### src/rtl/sadc_pkg.sv
package sadc_pkg;
    localparam int BIT_NOP = 15;
    localparam int BIT_CHS = 4;
    localparam int BIT_PDX = 1;
    localparam int BIT_PD  = 0;

    typedef enum logic [1:0] {
        ST_IDLE,
        ST_CONV,
        ST_PDOWN,
        ST_STALL
    } conv_state_e;

    typedef struct packed {
        logic chs;
        logic pdx;
        logic pd;
    } cfg_t;
endpackage

### src/rtl/sadc_shifter.sv
module sadc_shifter #(
    parameter int W = 16
) (
    input  logic         clk,
    input  logic         rst_n,
    input  logic         sclk,
    input  logic         cs_n,
    input  logic         din,
    input  logic [W-1:0] load_data,
    output logic         dout,
    output logic         word_vld,
    output logic [W-1:0] word
);
    localparam int CNT_W = $clog2(W + 2) + 1;

    logic sclk_s1, sclk_s2, cs_s1, cs_s2, din_s1;
    logic [W-1:0] in_sh, out_sh;
    logic [CNT_W-1:0] bit_cnt;
    logic sck_rise, sck_fall, cs_fall, cs_rise;

    assign sck_rise = sclk_s1 & ~sclk_s2;
    assign sck_fall = ~sclk_s1 & sclk_s2;
    assign cs_fall  = ~cs_s1 & cs_s2;
    assign cs_rise  = cs_s1 & ~cs_s2;

    always_ff @(posedge clk or negedge rst_n) begin
        if (!rst_n) begin
            sclk_s1 <= 1'b0;
            sclk_s2 <= 1'b0;
            cs_s1   <= 1'b1;
            cs_s2   <= 1'b1;
            din_s1  <= 1'b0;
        end else begin
            sclk_s1 <= sclk;
            sclk_s2 <= sclk_s1;
            cs_s1   <= cs_n;
            cs_s2   <= cs_s1;
            din_s1  <= din;
        end
    end

    always_ff @(posedge clk or negedge rst_n) begin
        if (!rst_n) begin
            in_sh    <= '0;
            out_sh   <= '0;
            bit_cnt  <= '0;
            word_vld <= 1'b0;
        end else begin
            word_vld <= cs_rise && (bit_cnt == CNT_W'(W));
            if (cs_fall) begin
                out_sh  <= load_data;
                bit_cnt <= '0;
            end else if (!cs_s1) begin
                if (sck_rise) begin
                    in_sh <= {in_sh[W-2:0], din_s1};
                    if (bit_cnt <= CNT_W'(W))
                        bit_cnt <= bit_cnt + 1'b1;
                end
                if (sck_fall)
                    out_sh <= {out_sh[W-2:0], 1'b0};
            end
        end
    end

    assign dout = ~cs_s1 & out_sh[W-1];
    assign word = in_sh;
endmodule

### src/rtl/sadc_conv_fsm.sv
module sadc_conv_fsm
    import sadc_pkg::*;
#(
    parameter int CONV_CYCLES = 64
) (
    input  logic clk,
    input  logic rst_n,
    input  logic word_vld,
    input  logic w_nop,
    input  cfg_t w_cfg,
    output cfg_t cfg,
    output logic busy,
    output logic osc_en,
    output logic done
);
    localparam int TMR_W = (CONV_CYCLES > 1) ? $clog2(CONV_CYCLES) : 1;
    localparam logic [TMR_W-1:0] TMR_LAST = TMR_W'(CONV_CYCLES - 1);

    conv_state_e state, nxt;
    logic [TMR_W-1:0] tmr;
    logic start, load;

    // state register
    always_ff @(posedge clk or negedge rst_n) begin
        if (!rst_n) state <= ST_IDLE;
        else        state <= nxt;
    end

    // next state and transition strobes
    always_comb begin
        nxt   = state;
        start = 1'b0;
        load  = 1'b0;
        done  = 1'b0;
        unique case (state)
            ST_IDLE, ST_CONV: begin
                if (word_vld) begin
                    if (w_nop) begin
                        load = 1'b1;
                        if (w_cfg.pdx) begin
                            nxt = ST_PDOWN;
                        end else begin
                            nxt   = ST_CONV;
                            start = 1'b1;
                        end
                    end else begin
                        nxt = ST_IDLE;
                    end
                end else if (state == ST_CONV && tmr == TMR_LAST) begin
                    nxt  = ST_IDLE;
                    done = 1'b1;
                end
            end
            ST_PDOWN, ST_STALL: begin
                if (word_vld) begin
                    if (w_nop) begin
                        load = 1'b1;
                        nxt  = ST_STALL;
                    end else begin
                        nxt = ST_IDLE;
                    end
                end
            end
            default: nxt = ST_IDLE;
        endcase
    end

    // outputs
    always_comb begin
        busy   = !(state == ST_CONV || state == ST_STALL);
        osc_en = !(state == ST_PDOWN || state == ST_STALL);
    end

    always_ff @(posedge clk or negedge rst_n) begin
        if (!rst_n) begin
            cfg <= '0;
            tmr <= '0;
        end else begin
            if (load)
                cfg <= w_cfg;
            if (start)
                tmr <= '0;
            else if (state == ST_CONV && osc_en)
                tmr <= tmr + 1'b1;
        end
    end
endmodule

### src/rtl/sadc_result_gen.sv
module sadc_result_gen #(
    parameter int W = 16
) (
    input  logic         clk,
    input  logic         rst_n,
    input  logic         done,
    input  logic         chs,
    output logic [W-1:0] result
);
    localparam int SEQ_W = W - 1;

    logic [SEQ_W-1:0] seq;

    always_ff @(posedge clk or negedge rst_n) begin
        if (!rst_n) begin
            seq    <= '0;
            result <= '0;
        end else if (done) begin
            result <= {chs, seq};
            seq    <= seq + 1'b1;
        end
    end
endmodule

### src/rtl/sadc_ctrl_top.sv
module sadc_ctrl_top
    import sadc_pkg::*;
#(
    parameter int WORD_W      = 16,
    parameter int CONV_CYCLES = 64
) (
    input  logic clk,
    input  logic rst_n,
    input  logic sclk,
    input  logic cs_n,
    input  logic din,
    output logic dout,
    output logic busy,
    output logic chan_sel,
    output logic pwr_down,
    output logic osc_en
);
    logic [WORD_W-1:0] rx_word, result_q;
    logic word_vld, conv_done;
    cfg_t w_cfg, cfg_q;
    logic unused_bits;

    assign w_cfg.chs   = rx_word[BIT_CHS];
    assign w_cfg.pdx   = rx_word[BIT_PDX];
    assign w_cfg.pd    = rx_word[BIT_PD];
    assign unused_bits = ^{rx_word[14:5], rx_word[3:2]};

    sadc_shifter #(.W(WORD_W)) u_shift (
        .clk       (clk),
        .rst_n     (rst_n),
        .sclk      (sclk),
        .cs_n      (cs_n),
        .din       (din),
        .load_data (result_q),
        .dout      (dout),
        .word_vld  (word_vld),
        .word      (rx_word)
    );

    sadc_conv_fsm #(.CONV_CYCLES(CONV_CYCLES)) u_fsm (
        .clk      (clk),
        .rst_n    (rst_n),
        .word_vld (word_vld),
        .w_nop    (rx_word[BIT_NOP]),
        .w_cfg    (w_cfg),
        .cfg      (cfg_q),
        .busy     (busy),
        .osc_en   (osc_en),
        .done     (conv_done)
    );

    sadc_result_gen #(.W(WORD_W)) u_res (
        .clk    (clk),
        .rst_n  (rst_n),
        .done   (conv_done),
        .chs    (cfg_q.chs),
        .result (result_q)
    );

    assign chan_sel = cfg_q.chs;
    assign pwr_down = cfg_q.pd;
endmodule

### config.mk
export PLATFORM = sky130hd
export DESIGN_NAME = sadc_ctrl_top
export DESIGN_NICKNAME = d
export VERILOG_FILES = /design/src/rtl/sadc_pkg.sv /design/src/rtl/sadc_shifter.sv /design/src/rtl/sadc_conv_fsm.sv /design/src/rtl/sadc_result_gen.sv /design/src/rtl/sadc_ctrl_top.sv
export SDC_FILE = /design/constraint.sdc
export NUM_CORES = 1
export LEC_CHECK = 0
export BUFFER_PORTS_ARGS = -buffer_cell sky130_fd_sc_hd__buf_2
export CAP_MARGIN = 10
export CORE_MARGIN = 3
export CORE_UTILIZATION = 55
export DETAILED_ROUTE_END_ITERATION = 12
export PLACE_DENSITY = 0.74
export SLEW_MARGIN = 15
export SYNTH_ARGS = -nofsm -noshare
export SYNTH_HDL_FRONTEND = slang
export SYNTH_SLANG_ARGS = --single-unit
### constraint.sdc
create_clock -name clk -period 2.1 [get_ports clk]
set_clock_uncertainty 0.2 [all_clocks]
set_input_delay 0.315 -clock clk [delete_from_list [all_inputs] [get_ports clk]]
set_output_delay 0.315 -clock clk [all_outputs]
set_load 0.05 [all_outputs]
==> results.md, run 1 <==
- Largest net degree at the start of global routing: 47
- Worst EP required: 2.13 ns
- Post-cts resize count: 0
- Relative slew slack: 65.64%
- Total track usage: 17.87%
- WHS: 0.2119 ns
- Starting Density: 57.39%
- Max FO, Critical Path: 5
- Most frequent cells in the layout: dfrtp_1 (83), mux2_2 (35), nand2_1 (32), o21ai_0 (22), mux2i_1 (16)
- Status: finished clean
- Sequential-to-total area share from yosys stat: 58.11%
- Total CTS buffers: 9
- Ys Warns: 0
- Placer congestion estimate: 0.7899
- CTS tree: yes
- Die H: 87.63 um
- Synthesis-to-layout area growth: 12.09%
- Most common cell after layout, fill and taps aside: dfrtp_1
- Leakage power: 1.906 nW
- Critical path class: flop to flop
- Mapped Cells: 294
- Final Hold Viols: 0
- Post-placement cell area: 0.003842 mm^2
- Core footprint: 0.006386 mm^2
- Min Tclk post-route: 1.975 ns
- Share of cells above drive strength 1: 24.62%
- CTS H-Tree Depth: 3
- Initial antenna violation count: 0
- Routed vias/inst: 5.560
- Post-synth cell types: 38
- Net count after synthesis: 303
- Overall Power: 3.022 mW
- Util after Layout: 64.32%
- Post-DP HPWL: 3959 um
- Setup crit end kind: flop
- Tcrit/Tclk final: 94.06%
- Site row count: 29
- WL final: 6011 um
- Antenna Violating Nets Remaining: 0
- Die Width: 87.63 um
- DRC violations left: 0
- Drt pass-1 iters: 4
- Final instance area: 0.004108 mm^2
- Latest clock arrival within the worst-skew pair: 0.34 ns
- Routed WL per cell: 14.95 um
- Diodes inserted: 0
- Hold Crit Class: flop to flop
- Syn Area/Cell: 12.47 um^2
- Pre-CTS setup slack: 0.08902 ns
- I/O Buffers: 9
- Clock slew at reported path FFs: 0.08 ns
- Fin cells: 402
- GRT Residual Overflow: 0
- Max cap viols: 0
- Worst Tran Pin Value: 0.5154 ns
- CTS Buffer Depth: 2
- Synth Cell Area: 0.003665 mm^2
- Vias: 2235
- Critical path startpoint category: flop
- Final setup viols: 0
- Total die area: 0.007679 mm^2
- Worst vdd ir: 538.0 uV
- Placed cells: 377
- Sink Count: 85
- Total power per unit cell area: 735.7 mW/mm^2
- Ports: 10
- Setup TNS: 0 ns
- Via count of the first global-routing pass: 2327
- Iter 0 DRT Violations: 106
- Filler cells: 476
- Fmax: 506.3 MHz
- Pins Over Slew Limit: 0
- CP arrival: 2.00 ns
- Clock Root Buffer: clkbuf_8
- Final setup margin: 0.1247 ns
- First-pass GRT wire length: 10730 um
- Flops & latches, synth: 85
- Nets: 330
==> worst max-delay path: stages (launching register included) <==
cell and delay (ns):
dfrtp_1 0.42, inv_1 0.07, ha_1 0.13, or3b_4 0.42
a211oi_4 0.34, mux2i_1 0.22, o21ai_1 0.07
==> cells in the mapped netlist <==
library cell / instances / area [um^2]
a2111oi_4: 1 / 27.53
a211o_1: 1 / 8.760
a211oi_4: 1 / 20.02
a21oi_1: 5 / 25.02
a22o_1: 3 / 26.28
and3_1: 2 / 12.51
and3b_1: 1 / 8.760
and4_1: 1 / 8.760
buf_2: 2 / 10.01
buf_4: 3 / 22.52
buf_6: 1 / 11.26
clkbuf_1: 4 / 15.01
dfrtp_1: 83 / 2077
dfstp_2: 2 / 52.55
ha_1: 4 / 50.05
inv_1: 8 / 30.03
mux2_2: 35 / 394.1
mux2i_1: 16 / 160.2
nand2_1: 32 / 120.1
nand2b_1: 1 / 6.260
nand3_1: 8 / 40.04
nand4_1: 7 / 43.79
nand4b_4: 1 / 23.77
nand4bb_1: 1 / 11.26
nor2_1: 11 / 41.29
nor2_4: 1 / 11.26
nor2b_1: 5 / 31.28
nor3_1: 3 / 15.01
nor4_1: 4 / 25.02
nor4_4: 1 / 21.27
o21ai_0: 22 / 110.1
o21ai_1: 1 / 5.000
o21bai_1: 1 / 7.510
o31ai_1: 3 / 22.52
or3_1: 1 / 6.260
or3b_4: 2 / 22.52
xnor2_1: 14 / 122.6
xor2_1: 2 / 17.52
==> area by class of cell <==
type                            count  area (um^2)  share of cell area [%]
Clock buffer                       11        131.4                   3.198
Clock inverter                      4        48.80                   1.188
Inverter                            8        30.03                  0.7310
Multi-Input combinational cell    191         1449                   35.27
Sequential cell                    85         2130                   51.84
Tap cell                           77        96.34                   2.345
Timing Repair Buffer               26        222.7                   5.422
==> path summary, 6_finish.rpt <==
kind	from	endpoint	slack (ns)	cells after the start
worst min register to register	u_shift.sclk_s1$_DFF_PN0_	u_shift.sclk_s2$_DFF_PN0_	0.21	0
worst max register to register	u_shift.bit_cnt[0]$_DFFE_PN0P_	u_shift.bit_cnt[1]$_DFFE_PN0P_	0.12	6
max in group asynchronous	rst_n	u_shift.out_sh[2]$_DFFE_PN0P_	0.81	3
worst min-delay path	u_shift.sclk_s1$_DFF_PN0_	u_shift.sclk_s2$_DFF_PN0_	0.21	0
worst max-delay path	u_shift.bit_cnt[0]$_DFFE_PN0P_	u_shift.bit_cnt[1]$_DFFE_PN0P_	0.12	6
min in group asynchronous	rst_n	u_shift.out_sh[15]$_DFFE_PN0P_	0.28	2
==> what timing repair did <==
item                                    4_1_cts  5_1_grt
buffers inserted                              0        6
hold buffers                                  4        0
endpoints found under the hold margin        40        0
endpoints found under the setup margin        0        1
==> cell families after synthesis <==
group	synth area share, %
adder cells (fa/ha/maj)	1.366
XOR/XNOR	3.824
buffers and inverters	2.424
flip-flops	58.11
AO/OA/AOI/OAI	6.897
AND/OR/NAND/NOR	12.26
multiplexers	15.12
==> where the power goes <==
group          switching, mW  internal, mW
clock                  0.542         0.545
combinational          0.103         0.102
sequential            0.0419          1.69
total                  0.687          2.34
==> metal layers <==
layer | routed length, um | global-route usage (%) | vias to the layer above
met5 | 0 | 0 | -
met3 | 115 | 3.575 | 6
met2 | 2950 | 28.97 | 12
li1 | - | - | 1081
met4 | 83 | 8.368 | 0
met1 | 2861 | 23.20 | 1136
==> flip-flops by register name, indices dropped and copies added (netlist names), 2 cells and up <==
signal           flops
u_fsm.cfg            2
u_fsm.state          2
u_fsm.tmr            6
u_res.result        16
u_res.seq           15
u_shift.bit_cnt      6
u_shift.out_sh      16
u_shift.word        16
No activity file was read; power rests on OpenSTA's default activity.
==> inputs of run 2 (changes only) <==
--- a/config.mk
+++ b/config.mk
@@ -7,10 +7,13 @@
 export LEC_CHECK = 0
 export BUFFER_PORTS_ARGS = -buffer_cell sky130_fd_sc_hd__buf_2
 export CAP_MARGIN = 10
+export CELL_PAD_IN_SITES_DETAIL_PLACEMENT = 0
+export CELL_PAD_IN_SITES_GLOBAL_PLACEMENT = 2
 export CORE_MARGIN = 3
-export CORE_UTILIZATION = 55
+export CORE_UTILIZATION = 46
 export DETAILED_ROUTE_END_ITERATION = 12
-export PLACE_DENSITY = 0.74
+export PLACE_DENSITY = 0.85
+export SKIP_CTS_REPAIR_TIMING = 1
 export SLEW_MARGIN = 15
 export SYNTH_ARGS = -nofsm -noshare
 export SYNTH_HDL_FRONTEND = slang
==> constraint.sdc (replaced) <==
create_clock -name clk -period 2.35 [get_ports clk]
set_clock_uncertainty 0.2 [all_clocks]
set_input_delay 0.3525 -clock clk [delete_from_list [all_inputs] [get_ports clk]]
set_output_delay 0.3525 -clock clk [all_outputs]
set_load 0.05 [all_outputs]
==> results.md, run 2 (synthesis gave the netlist of run 1 again) <==
- Largest net degree at the start of global routing: 45
- Max cap viols: 0
- Most frequent cells in the layout: dfrtp_1 (83), mux2_2 (35), nand2_1 (32), o21ai_0 (22), mux2i_1 (16)
- GRT Residual Overflow: 0
- Die H: 95.26 um
- Final instance area: 0.004039 mm^2
- CP arrival: 2.07 ns
- I/O Buffers: 9
- Placer congestion estimate: 0.7676
- Setup crit end kind: flop
- Fmax: 492.5 MHz
- Final Hold Viols: 0
- Synthesis-to-layout area growth: 10.21%
- Setup TNS: 0 ns
- Routed vias/inst: 5.242
- Critical path startpoint category: flop
- WL final: 5851 um
- Leakage power: 1.849 nW
- Critical path class: flop to flop
- Antenna Violating Nets Remaining: 0
- Total CTS buffers: 9
- Die Width: 95.26 um
- Diodes inserted: 0
- Hold Crit Class: flop to flop
- Site row count: 31
- Vias: 2170
- CTS H-Tree Depth: 3
- Clock Root Buffer: clkbuf_8
- Clock slew at reported path FFs: 0.08 ns
- Share of cells above drive strength 1: 22.86%
- Worst Tran Pin Value: 0.6167 ns
- Post-DP HPWL: 3873 um
- CTS Buffer Depth: 2
- Sink Count: 85
- Total die area: 0.009074 mm^2
- Ports: 10
- Starting Density: 48.96%
- Latest clock arrival within the worst-skew pair: 0.35 ns
- Total power per unit cell area: 646.2 mW/mm^2
- Relative slew slack: 58.78%
- Post-placement cell area: 0.003826 mm^2
- First-pass GRT wire length: 10670 um
- Status: finished clean
- CTS tree: yes
- Critical path startpoint: u_shift.bit_cnt[0]$_DFFE_PN0P_
- Worst reg2reg path startpoint: u_shift.bit_cnt[0]$_DFFE_PN0P_
- Worst EP required: 2.39 ns
- Final setup viols: 0
- RSZ-0062 raised after global routing: no
- Core footprint: 0.007486 mm^2
- Max FO, Critical Path: 5
- Iter 0 DRT Violations: 65
- DRC violations left: 0
- Tcrit/Tclk final: 86.41%
- Pins Over Slew Limit: 0
- Via count of the first global-routing pass: 2258
- Routed WL per cell: 14.13 um
- Min Tclk post-route: 2.031 ns
- Min-Delay Startpoint: u_shift.sclk_s1$_DFF_PN0_
- Total track usage: 15.35%
- Nets: 321
- Most common cell after layout, fill and taps aside: dfrtp_1
- Worst vdd ir: 392.0 uV
- Drt pass-1 iters: 4
- Initial antenna violation count: 0
==> run 2: worst max-delay path: stages (launching register included) <==
cell      delay [ns]
dfrtp_1         0.43
inv_1           0.08
ha_1            0.14
or3b_4          0.42
a211oi_4        0.35
mux2i_1         0.23
o21ai_1         0.07
==> run 2: final cells by class <==
type / count / area (um^2)
Tap cell: 99 / 123.9
Fill cell: 653 / 3447
Inverter: 8 / 30.03
Timing Repair Buffer: 17 / 130.1
Sequential cell: 85 / 2130
Multi-Input combinational cell: 191 / 1460
Clock buffer: 12 / 155.1
Clock inverter: 2 / 10.01
==> run 2: power by group <==
part | total (mW) | leakage (nW) | switching (mW) | internal (mW)
Sequential | 1.55 | 1.17 | 0.0398 | 1.51
Combinational | 0.152 | 0.594 | 0.0816 | 0.0703
Clock | 0.910 | 0.0881 | 0.482 | 0.428
Total | 2.61 | 1.85 | 0.604 | 2.01
==> run 2: final timing paths <==
| path | end | slack (ns) | cells after the start |
|---|---|---|---|
| setup / recovery | u_shift.bit_cnt[1]$_DFFE_PN0P_ | 0.32 | 6 |
| hold / removal | u_shift.sclk_s2$_DFF_PN0_ | 0.20 | 0 |
| setup reg to reg | u_shift.bit_cnt[1]$_DFFE_PN0P_ | 0.32 | 6 |
| hold reg to reg | u_shift.sclk_s2$_DFF_PN0_ | 0.20 | 0 |
| max in group asynchronous | u_res.seq[2]$_DFFE_PN0P_ | 1.00 | 3 |
| min in group asynchronous | u_shift.bit_cnt[2]$_DFFE_PN0P_ | 0.33 | 2 |
==> run 2: per-layer routing <==
layer,vias up,GRT usage (%),part of all wire (%)
li1,1071,-,-
met3,9,3.157,2.2
met4,0,8.293,2.2
met5,-,0,0
met2,14,23.21,45
met1,1076,20.71,50
==> run 2: per-stage QoR <==
stage | hold WS (ns) | std cells | setup slack [ns] | power, mW | utilization, %
2_1_floorplan | -0.1431 | 294 | 0.4605 | 1.665 | -
3_3_place_gp | 0.1857 | 396 | 0.3464 | 1.723 | 51.11
3_5_place_dp | 0.1840 | 396 | 0.3346 | 1.729 | 51.11
4_1_cts | -0.1959 | 410 | 0.3176 | 2.638 | 53.32
5_1_grt | 0.2259 | 414 | 0.2469 | 2.724 | 53.95
6_report | 0.1994 | 414 | 0.3194 | 2.610 | 53.95
==> inputs of run 3 (changes only) <==
--- a/config.mk
+++ b/config.mk
@@ -10,9 +10,11 @@
 export CELL_PAD_IN_SITES_DETAIL_PLACEMENT = 0
 export CELL_PAD_IN_SITES_GLOBAL_PLACEMENT = 2
 export CORE_MARGIN = 3
-export CORE_UTILIZATION = 46
+export CORE_UTILIZATION = 45
+export CTS_BUF_LIST = sky130_fd_sc_hd__clkbuf_8
 export DETAILED_ROUTE_END_ITERATION = 12
-export PLACE_DENSITY = 0.85
+export GPL_TIMING_DRIVEN = 0
+export PLACE_DENSITY = 0.83
 export SKIP_CTS_REPAIR_TIMING = 1
 export SLEW_MARGIN = 15
 export SYNTH_ARGS = -nofsm -noshare
==> constraint.sdc (replaced) <==
create_clock -name clk -period 2.05 [get_ports clk]
set_clock_uncertainty 0.2 [all_clocks]
set_input_delay 0.3075 -clock clk [delete_from_list [all_inputs] [get_ports clk]]
set_output_delay 0.3075 -clock clk [all_outputs]
set_load 0.05 [all_outputs]
==> results.md, run 3 (synthesis gave the netlist of run 1 again) <==
- Setup crit end kind: flop
- Placer congestion estimate: 0.7443
- Max cap viols: 0
- Tcrit/Tclk final: 95.68%
- Vias: 2204
- Final Hold Viols: 0
- Max FO, Critical Path: 5
- Iter 0 DRT Violations: 59
- WHS: 0.2110 ns
- GRT Residual Overflow: 0
- Most frequent cells in the layout: dfrtp_1 (83), mux2_2 (35), nand2_1 (32), o21ai_0 (22), mux2i_1 (16)
- Final setup margin: 0.08864 ns
- Total die area: 0.009263 mm^2
- Leakage power: 1.963 nW
- Core footprint: 0.007807 mm^2
- Fmax: 509.9 MHz
- Routed WL per cell: 14.61 um
- Drt pass-1 iters: 4
- Die H: 96.25 um
- Die Width: 96.25 um
- Hold Crit Class: flop to flop
- Worst EP required: 2.09 ns
- First-pass GRT wire length: 10840 um
- Via count of the first global-routing pass: 2231
- Most common cell after layout, fill and taps aside: dfrtp_1
- DRC violations left: 0
- Routed vias/inst: 5.055
- Antenna Violating Nets Remaining: 0
- Diodes inserted: 0
- Share of cells above drive strength 1: 26.05%
- Worst vdd ir: 465.2 uV
- CTS tree: yes
- Synthesis-to-layout area growth: 15.74%
- Post-DP HPWL: 4269 um
- Critical path class: flop to flop
- Largest net degree at the start of global routing: 44
- CTS H-Tree Depth: 3
- Ports: 10
- Site row count: 32
- Total track usage: 15.44%
- Initial antenna violation count: 0
- Relative slew slack: 63.26%
- Nets: 338
- CP arrival: 2.00 ns
- Min Tclk post-route: 1.961 ns
- Setup TNS: 0 ns
- Total CTS buffers: 9
- Final setup viols: 0
- WL final: 6368 um
- Critical path startpoint category: flop
- CTS Buffer Depth: 2
- Sink Count: 85
- I/O Buffers: 9
- Clock slew at reported path FFs: 0.09 ns
- Latest clock arrival within the worst-skew pair: 0.35 ns
- Status: finished clean
- Pins Over Slew Limit: 0
- Total power per unit cell area: 811.7 mW/mm^2
- Worst Tran Pin Value: 0.5511 ns
- Starting Density: 46.94%
- Pre-CTS setup slack: -0.02706 ns
- Clock Root Buffer: clkbuf_8
-- run 3: changes by cell type in the layout (fill, tap and decap cells not counted), moves of 2 or more --
cell | before | now
buf_4 | 4 | 12
bufinv_16 | 0 | 3
buf_2 | 8 | 11
clkbuf_1 | 1 | 3
clkinv_2 | 2 | 0
buf_6 | 0 | 3
-- run 3: stage by stage --
step | utilization [%] | cells | instance area, um^2 | power [mW]
after floorplan | - | 294 | 3665 | 1.909
after global placement | 49.15 | 405 | 3837 | 1.974
after detailed placement | 49.44 | 406 | 3860 | 1.984
after CTS | 52.74 | 422 | 4118 | 3.449
after global routing | 54.33 | 436 | 4242 | 3.588
final | 54.33 | 436 | 4242 | 3.443
-- run 3: path summary, 6_finish.rpt --
check                                                     from                        endpoint  slack (ns)  depth (start not counted)
worst max-delay path            u_shift.bit_cnt[0]$_DFFE_PN0P_  u_shift.bit_cnt[1]$_DFFE_PN0P_        0.09                          6
worst min-delay path                 u_shift.sclk_s1$_DFF_PN0_       u_shift.sclk_s2$_DFF_PN0_        0.21                          0
worst max register to register  u_shift.bit_cnt[0]$_DFFE_PN0P_  u_shift.bit_cnt[1]$_DFFE_PN0P_        0.09                          6
worst min register to register       u_shift.sclk_s1$_DFF_PN0_       u_shift.sclk_s2$_DFF_PN0_        0.21                          0
max in group asynchronous                                rst_n     u_res.result[2]$_DFFE_PN0P_        0.74                          3
min in group asynchronous                                rst_n  u_shift.bit_cnt[0]$_DFFE_PN0P_        0.28                          2
-- run 3: metal layers --
layer | vias up | part of all wire (%) | global-route usage, %
met5 | - | 0 | 0
met4 | 0 | 1.4 | 5.687
met3 | 8 | 2.6 | 4.222
met2 | 16 | 44 | 22.31
met1 | 1076 | 52 | 22.14
li1 | 1104 | - | -
-- run 3: critical path: stages (launching register included) --
cell and delay [ns]:
dfrtp_1 0.41, inv_1 0.06, ha_1 0.14, or3b_4 0.42
a211oi_4 0.34, mux2i_1 0.22, o21ai_1 0.07
-- run 3: final cells by class --
cell class	count	area (um^2)
fill	672	3566
buffer	9	62.56
multi-input combinational	191	1446
sequential	85	2130
tap	102	127.6
clock buffer	11	151.4
clock inverter	5	106.4
timing repair buffer	25	187.7
inverter	8	30.03
-- run 3: power breakdown --
group          internal [mW]  total, mW  switching (mW)
Clock                  0.878       1.47           0.587
Sequential              1.73       1.77          0.0407
Combinational          0.103      0.208           0.105
Total                   2.71       3.44           0.733
